`config.mk`:
```
export PLATFORM = sky130hd
export DESIGN_NAME = ea_gen_unit
export DESIGN_NICKNAME = d
export VERILOG_FILES = /design/src/rtl/ea_pkg.sv /design/src/rtl/ea_addr_calc.sv /design/src/rtl/ea_indirect_seq.sv /design/src/rtl/ea_gen_unit.sv
export SDC_FILE = /design/constraint.sdc
export NUM_CORES = 1
export LEC_CHECK = 0
export BUFFER_PORTS_ARGS = -buffer_cell sky130_fd_sc_hd__clkbuf_2
export CORE_ASPECT_RATIO = 1.75
export CORE_MARGIN = 2
export CORE_UTILIZATION = 36
export CTS_CLUSTER_SIZE = 14
export DETAILED_ROUTE_END_ITERATION = 8
export SYNTH_ARGS = -nofsm -noshare
export SYNTH_HDL_FRONTEND = slang
export SYNTH_SLANG_ARGS = --single-unit
```
`constraint.sdc`:
```
create_clock -name clk -period 11.79 [get_ports clk]
set_input_delay 1.179 -clock clk [delete_from_list [all_inputs] [get_ports clk]]
set_output_delay 1.179 -clock clk [all_outputs]
set_load 0.01 [all_outputs]
```
`src/rtl/ea_pkg.sv`:
```
package ea_pkg;
  typedef enum logic [3:0] {
    MD_REG  = 4'd0,
    MD_IMM  = 4'd1,
    MD_DISP = 4'd2,
    MD_RIND = 4'd3,
    MD_IDX  = 4'd4,
    MD_IDXD = 4'd5,
    MD_DIR  = 4'd6,
    MD_MIND = 4'd7,
    MD_AINC = 4'd8,
    MD_ADEC = 4'd9,
    MD_SCL  = 4'd10,
    MD_PCR  = 4'd11
  } ea_mode_e;

  localparam int unsigned MODE_COUNT = 12;

  function automatic logic mode_legal(input logic [3:0] m);
    return 32'(m) < MODE_COUNT;
  endfunction
endpackage

```
`src/rtl/ea_addr_calc.sv`:
```
module ea_addr_calc
  import ea_pkg::*;
#(
  parameter int AW = 16,
  parameter int DW = 8
) (
  input  logic [3:0]    mode,
  input  logic [AW-1:0] base,
  input  logic [AW-1:0] index,
  input  logic [AW-1:0] pc,
  input  logic [DW-1:0] disp,
  input  logic [AW-1:0] cst,
  input  logic [1:0]    scale_sel,
  input  logic [1:0]    step_sel,
  output logic [AW-1:0] ea,
  output logic [AW-1:0] wb_val,
  output logic          wb_use,
  output logic          no_mem,
  output logic          imm,
  output logic          legal,
  output logic          indirect
);
  localparam int EXT = AW - DW;

  function automatic logic [AW-1:0] sext(input logic [DW-1:0] d);
    return {{EXT{d[DW-1]}}, d};
  endfunction

  function automatic logic [AW-1:0] pow2(input logic [1:0] sel);
    return AW'(1) << sel;
  endfunction

  function automatic logic [AW-1:0] scaled(input logic [AW-1:0] b,
                                           input logic [AW-1:0] i,
                                           input logic [1:0]    sel);
    return b + (i << sel);
  endfunction

  logic [AW-1:0] off;
  logic [AW-1:0] step;

  assign off   = sext(disp);
  assign step  = pow2(step_sel);
  assign legal = mode_legal(mode);

  always_comb begin
    ea       = base;
    wb_val   = base;
    wb_use   = 1'b0;
    no_mem   = 1'b0;
    imm      = 1'b0;
    indirect = 1'b0;
    case (mode)
      MD_REG:  no_mem = 1'b1;
      MD_IMM:  begin ea = cst; no_mem = 1'b1; imm = 1'b1; end
      MD_DISP: ea = base + off;
      MD_RIND: ea = base;
      MD_IDX:  ea = base + index;
      MD_IDXD: ea = base + index + off;
      MD_DIR:  ea = cst;
      MD_MIND: begin ea = cst; indirect = 1'b1; end
      MD_AINC: begin ea = base; wb_val = base + step; wb_use = 1'b1; end
      MD_ADEC: begin wb_val = base - step; ea = base - step; wb_use = 1'b1; end
      MD_SCL:  ea = scaled(base, index, scale_sel);
      MD_PCR:  ea = pc + base + off;
      default: ea = '0;
    endcase
  end
endmodule

```
`src/rtl/ea_indirect_seq.sv`:
```
module ea_indirect_seq #(
  parameter int AW = 16
) (
  input  logic          clk,
  input  logic          rst_n,
  input  logic          start,
  input  logic          ptr_valid,
  input  logic [AW-1:0] ptr_data,
  output logic          idle,
  output logic          wait_st,
  output logic          done_st,
  output logic [AW-1:0] ptr_q
);
  typedef enum logic [1:0] {S_IDLE, S_WAIT, S_DONE} seq_e;
  seq_e st;

  always_ff @(posedge clk) begin
    if (!rst_n) begin
      st    <= S_IDLE;
      ptr_q <= '0;
    end else begin
      case (st)
        S_IDLE: if (start) st <= S_WAIT;
        S_WAIT: if (ptr_valid) begin
          st    <= S_DONE;
          ptr_q <= ptr_data;
        end
        default: st <= S_IDLE;
      endcase
    end
  end

  assign idle    = (st == S_IDLE);
  assign wait_st = (st == S_WAIT);
  assign done_st = (st == S_DONE);
endmodule

```
`src/rtl/ea_gen_unit.sv`:
```
module ea_gen_unit #(
  parameter int AW = 16,
  parameter int DW = 8
) (
  input  logic          clk,
  input  logic          rst_n,
  input  logic          op_valid_i,
  input  logic [3:0]    mode_i,
  input  logic [AW-1:0] base_i,
  input  logic [AW-1:0] index_i,
  input  logic [AW-1:0] pc_i,
  input  logic [DW-1:0] disp_i,
  input  logic [AW-1:0] const_i,
  input  logic [1:0]    scale_sel_i,
  input  logic [1:0]    step_sel_i,
  input  logic          ptr_valid_i,
  input  logic [AW-1:0] ptr_data_i,
  output logic [AW-1:0] ea_o,
  output logic          ea_valid_o,
  output logic          imm_flag_o,
  output logic          no_mem_o,
  output logic          wb_en_o,
  output logic [AW-1:0] wb_val_o,
  output logic          ptr_req_o,
  output logic [AW-1:0] ptr_addr_o,
  output logic          busy_o,
  output logic          illegal_o
);
  logic [AW-1:0] calc_ea, calc_wb, ptr_q;
  logic calc_wb_use, calc_no_mem, calc_imm, calc_legal, calc_ind;
  logic seq_idle, ind_wait, ind_done, accept, ind_start;

  ea_addr_calc #(.AW(AW), .DW(DW)) u_calc (
    .mode(mode_i), .base(base_i), .index(index_i), .pc(pc_i),
    .disp(disp_i), .cst(const_i), .scale_sel(scale_sel_i),
    .step_sel(step_sel_i), .ea(calc_ea), .wb_val(calc_wb),
    .wb_use(calc_wb_use), .no_mem(calc_no_mem), .imm(calc_imm),
    .legal(calc_legal), .indirect(calc_ind)
  );

  assign accept    = op_valid_i && seq_idle;
  assign ind_start = accept && calc_legal && calc_ind;

  ea_indirect_seq #(.AW(AW)) u_seq (
    .clk(clk), .rst_n(rst_n), .start(ind_start),
    .ptr_valid(ptr_valid_i), .ptr_data(ptr_data_i),
    .idle(seq_idle), .wait_st(ind_wait), .done_st(ind_done), .ptr_q(ptr_q)
  );

  assign ea_o       = ind_done ? ptr_q : calc_ea;
  assign ea_valid_o = (accept && calc_legal && !calc_ind) || ind_done;
  assign imm_flag_o = accept && calc_legal && calc_imm;
  assign no_mem_o   = accept && calc_legal && calc_no_mem;
  assign wb_en_o    = accept && calc_legal && calc_wb_use;
  assign wb_val_o   = calc_wb;
  assign ptr_req_o  = ind_start;
  assign ptr_addr_o = const_i;
  assign busy_o     = !seq_idle;
  assign illegal_o  = accept && !calc_legal;
endmodule

```
==> impl_results.html <==
<table>
<tr><th>Metric</th><th>Value</th></tr>
<tr><th colspan="2">Run status</th></tr>
<tr><td>Result of the run</td><td>complete, no violations</td></tr>
<tr><th colspan="2">STA</th></tr>
<tr><td>Unrepaired setup endpoints after global routing</td><td>false</td></tr>
<tr><td>Worst slew pin tran</td><td>1170 ps</td></tr>
<tr><td>Final Hold Fails</td><td>0</td></tr>
<tr><td>Skew final</td><td>5.26 ps</td></tr>
<tr><td>Upper clock frequency limit</td><td>roughly 160 MHz</td></tr>
<tr><td>Final period demand of the worst path</td><td>roughly 6300 ps</td></tr>
<tr><td>Final Slew Violations</td><td>0</td></tr>
<tr><td>Post-route fraction of the period consumed by the critical path</td><td>0.538</td></tr>
<tr><td>Setup-failing EPs final</td><td>0</td></tr>
<tr><td>Final TNS setup</td><td>0 ps</td></tr>
<tr><td>Worst rel slew slack</td><td>0.213</td></tr>
<tr><th colspan="2">Yosys</th></tr>
<tr><td>Async set-or-reset flop fraction in the synthesized netlist</td><td>0</td></tr>
<tr><td>EDFF count, synth</td><td>0</td></tr>
<tr><td>Mapped Area</td><td>a little over 6000 um^2</td></tr>
<tr><td>Sequential cell area fraction in the yosys report</td><td>0.0588</td></tr>
<tr><td>Avg Inst Size Synth</td><td>roughly 7.2 um^2</td></tr>
<tr><td>Net count after synthesis</td><td>about 1000</td></tr>
<tr><td>Number of synthesized register bits</td><td>18</td></tr>
<tr><td>Distinct cells, synth</td><td>72</td></tr>
<tr><td>Yosys Warn Count</td><td>0</td></tr>
<tr><td>Post-synth top flop</td><td>sky130_fd_sc_hd__dfxtp_1</td></tr>
<tr><td>Synthesized netlist cell count</td><td>850</td></tr>
<tr><th colspan="2">Floorplan</th></tr>
<tr><td>DIE WIDTH</td><td>between 100 and 150 um</td></tr>
<tr><td>I/O pins</td><td>155</td></tr>
<tr><td>Overall die area</td><td>approximately 18000 um^2</td></tr>
<tr><td>Starting Density</td><td>0.365</td></tr>
<tr><td>Number of cell rows</td><td>63</td></tr>
<tr><td>Area inside the core boundary</td><td>between 15000 and 20000 um^2</td></tr>
<tr><td>Height of the chip</td><td>177 um</td></tr>
<tr><th colspan="2">Worst setup path</th></tr>
<tr><td>Endpoint arrival time on the critical path</td><td>between 5000 and 6000 ps</td></tr>
<tr><td>Slowest cell on the critical path</td><td>sky130_fd_sc_hd__nand3_1</td></tr>
<tr><td>Largest incremental delay on the critical path</td><td>570 ps</td></tr>
<tr><td>Maximum fanout along the worst path</td><td>22</td></tr>
<tr><td>Cell chain of the critical path</td><td>clkbuf_2 &gt; nor2b_1 &gt; nand3_1 &gt; o41ai_1 &gt; ha_1 &gt; inv_1 &gt; fa_1 &gt; nor2b_1 &gt; o21ai_1 &gt; a21boi_1 &gt; o31a_1 &gt; o21ai_0 &gt; a31oi_1 &gt; xor2_1 &gt; nand2_1 &gt; a41oi_1 &gt; clkbuf_2</td></tr>
<tr><td>Start-to-end type of the worst setup path</td><td>in -&gt; out</td></tr>
<tr><td>Nature of the critical path startpoint</td><td>input port</td></tr>
<tr><td>CP Data Required Time</td><td>between 10000 and 15000 ps</td></tr>
<tr><td>Endpoint type of the worst setup path</td><td>output pin</td></tr>
<tr><th colspan="2">Global route</th></tr>
<tr><td>Initial antenna violation count</td><td>0</td></tr>
<tr><td>Global Route met3 Usage</td><td>0.0142</td></tr>
<tr><td>Remaining global-route overflow</td><td>0</td></tr>
<tr><td>Highest-utilization routing layer at the global route stage</td><td>met2</td></tr>
<tr><td>GR Layer Usage met1</td><td>0.279</td></tr>
<tr><td>GR Util All Layers</td><td>0.241</td></tr>
<tr><td>Met2 track utilization from global routing</td><td>0.435</td></tr>
<tr><td>Global-route wire length before repair</td><td>~34000 um</td></tr>
<tr><td>Vias in the first global route</td><td>~6600</td></tr>
<tr><td>Pin count of the biggest net entering global routing</td><td>26</td></tr>
<tr><th colspan="2">CTS</th></tr>
<tr><td>Max Root-Sink Buffers</td><td>2</td></tr>
<tr><td>H-Tree Depth</td><td>1</td></tr>
<tr><td>Post-cts gate resize count</td><td>0</td></tr>
<tr><td>Number of buffers added by the clock tree synthesis step</td><td>3</td></tr>
<tr><td>Clock slew at reported path FFs</td><td>around 50 ps</td></tr>
<tr><td>Source-to-sink clock delay at the later pin of the worst-skew pair</td><td>between 200 and 250 ps</td></tr>
<tr><td>Clock tree root driver cell</td><td>sky130_fd_sc_hd__clkbuf_16</td></tr>
<tr><td>Number of buffers added to fix hold violations after cts</td><td>0</td></tr>
<tr><td>Buffers inserted by post-CTS timing repair</td><td>0</td></tr>
<tr><td>Number of clock sinks</td><td>18</td></tr>
<tr><td>Clock tree from TritonCTS</td><td>yes</td></tr>
<tr><th colspan="2">Detailed routing</th></tr>
<tr><td># DRC</td><td>0</td></tr>
<tr><td>DR vias/cell</td><td>~5.8</td></tr>
<tr><td>Final antenna-violating net count</td><td>0</td></tr>
<tr><td>Routed wirelength normalized by instance count</td><td>around 19 um</td></tr>
<tr><td>Vias after detailed routing</td><td>6836</td></tr>
<tr><td>First drt pass iteration count</td><td>5</td></tr>
<tr><td>DRC marker count from the first detailed-route iteration</td><td>roughly 460</td></tr>
<tr><td>Total wirelength of the detailed-routed design</td><td>roughly 22000 um</td></tr>
<tr><th colspan="2">Cells and area</th></tr>
<tr><td>Fraction of final layout cells sized beyond drive strength 1</td><td>0.201</td></tr>
<tr><td>Filler Cell Count</td><td>between 1500 and 2000</td></tr>
<tr><td>Final design area excluding fillers</td><td>about 7000 um^2</td></tr>
<tr><td>Most common cell after layout, fill and taps aside</td><td>sky130_fd_sc_hd__clkbuf_2</td></tr>
<tr><td>Synth-to-layout area growth</td><td>14.8%</td></tr>
<tr><td>Highest-count cells in the layout ignoring fill and taps</td><td>sky130_fd_sc_hd__clkbuf_2 (154), sky130_fd_sc_hd__nand2_1 (97), sky130_fd_sc_hd__nor2_1 (73)</td></tr>
<tr><td>Antenna cells</td><td>0</td></tr>
<tr><td>Total number of nets in the final design</td><td>about 1100</td></tr>
<tr><th colspan="2">Flow run</th></tr>
<tr><td>Maximum capacitance violations</td><td>0</td></tr>
<tr><th colspan="2">Power</th></tr>
<tr><td>PD cells</td><td>~80 nW/um^2</td></tr>
<tr><td>Leakage power figure</td><td>a little over 3 nW</td></tr>
<tr><td>Worst vdd rail ir drop</td><td>slightly above 0.08 mV</td></tr>
<tr><th colspan="2">Placed design</th></tr>
<tr><td>Total of buffers placed on input and output ports</td><td>~150</td></tr>
<tr><td>HPWL Detailed</td><td>around 19000 um</td></tr>
<tr><td>RePlAce Congestion</td><td>~0.91</td></tr>
<tr><td>Placement-stage cell area</td><td>roughly 7000 um^2</td></tr>
<tr><th colspan="2">Hold path</th></tr>
<tr><td>Path type of the worst min-delay path</td><td>reg -&gt; reg</td></tr>
</table>
-- per-stage QoR --
stage | power, W | hold WS, ps | cells | util | setup WS [ps]
2_1_floorplan | 0.000363 | 443 | 850 | - | 6250
5_1_grt | 0.000605 | 498 | 1184 | 0.419 | 5070
6_report | 0.000560 | 465 | 1184 | 0.419 | 5450
3_5_place_dp | 0.000487 | 458 | 1181 | 0.415 | 5420
4_1_cts | 0.000557 | 465 | 1184 | 0.419 | 5430
3_3_place_gp | 0.000488 | 456 | 1181 | 0.415 | 5540
-- cell type report --
| type | instances | area, um^2 | share of cell area |
|---|---|---|---|
| multi-input combinational | 736 | 5360 | 0.761 |
| timing repair buffer | 160 | 816 | 0.116 |
| sequential | 18 | 360 | 0.0512 |
| clock buffer | 3 | 75.1 | 0.0107 |
| inverter | 40 | 150 | 0.0213 |
| tap | 227 | 284 | 0.0403 |
-- cell families (layout without fill, tap and decap cells) --
kind of cell / Yosys count / in the layout / synth area share
simple gates: 295 / 295 / 0.228
flops: 18 / 18 / 0.0588
mux: 17 / 17 / 0.0390
xor+xnor: 64 / 64 / 0.0914
compound gates: 271 / 271 / 0.306
buf+inv: 96 / 203 / 0.0694
fa+ha+maj: 89 / 89 / 0.207
-- registers in the layout, indices dropped and copies added, names as in the netlist --
register	cells
u_seq.ptr_q	16
u_seq.st	2
-- path summary, 6_finish.rpt --
kind / from / to / slack [ps] / cells after the start
max: mode_i[3] / ea_o[12] / 5450 / 17
min: u_seq.ptr_q[6]$_SDFFE_PN0P_ / u_seq.ptr_q[6]$_SDFFE_PN0P_ / 470 / 2
max reg2reg: u_seq.st[0]$_SDFFE_PN0P_ / u_seq.ptr_q[4]$_SDFFE_PN0P_ / 10470 / 3
min reg2reg: u_seq.ptr_q[6]$_SDFFE_PN0P_ / u_seq.ptr_q[6]$_SDFFE_PN0P_ / 470 / 2
-- synth_stat cells, drive strengths merged, types with 6 or more instances --
master | n | area, um^2
nand2 | 97 | 364
nor2 | 73 | 274
ha | 68 | 851
a21oi | 60 | 308
o21ai | 55 | 279
xnor2 | 46 | 403
inv | 40 | 150
clkbuf | 35 | 131
nand3 | 26 | 130
nor3 | 26 | 140
buf | 21 | 144
fa | 21 | 420
a21boi | 19 | 143
a22oi | 18 | 135
dfxtp | 18 | 360
xor2 | 18 | 158
nor2b | 17 | 106
a21o | 13 | 97.6
nand2b | 13 | 81.3
a221oi | 9 | 78.8
a31oi | 9 | 56.3
o21a | 9 | 67.6
a22o | 8 | 70.1
mux2i | 7 | 70.1
o211ai | 7 | 52.6
o21bai | 7 | 52.6
a222oi | 6 | 60.1
and2 | 6 | 40.0
and3 | 6 | 37.5
nor4 | 6 | 52.6
-- critical path, delay by kind of cell --
kind	cells	cell delay [ps]
buffers and inverters	3	440
adders and majority gates	2	670
AOI/OAI and AO/OA	7	1720
and+or+nand+nor	4	990
xor gates and xnor gates	1	160
-- routing by layer --
layer	vias up	wire, um	part of all wire
li1	3325	-	-
met1	3181	8660	0.39
met2	268	11400	0.51
met3	62	1000	0.045
met4	0	1350	0.060
met5	-	0	0
-- report_power, final --
group,internal (W),switching (W)
sequential,0.0000613,0.000000257
combinational,0.000179,0.000254
clock,0.0000445,0.0000209
No activity file was read; power rests on OpenSTA's default activity.
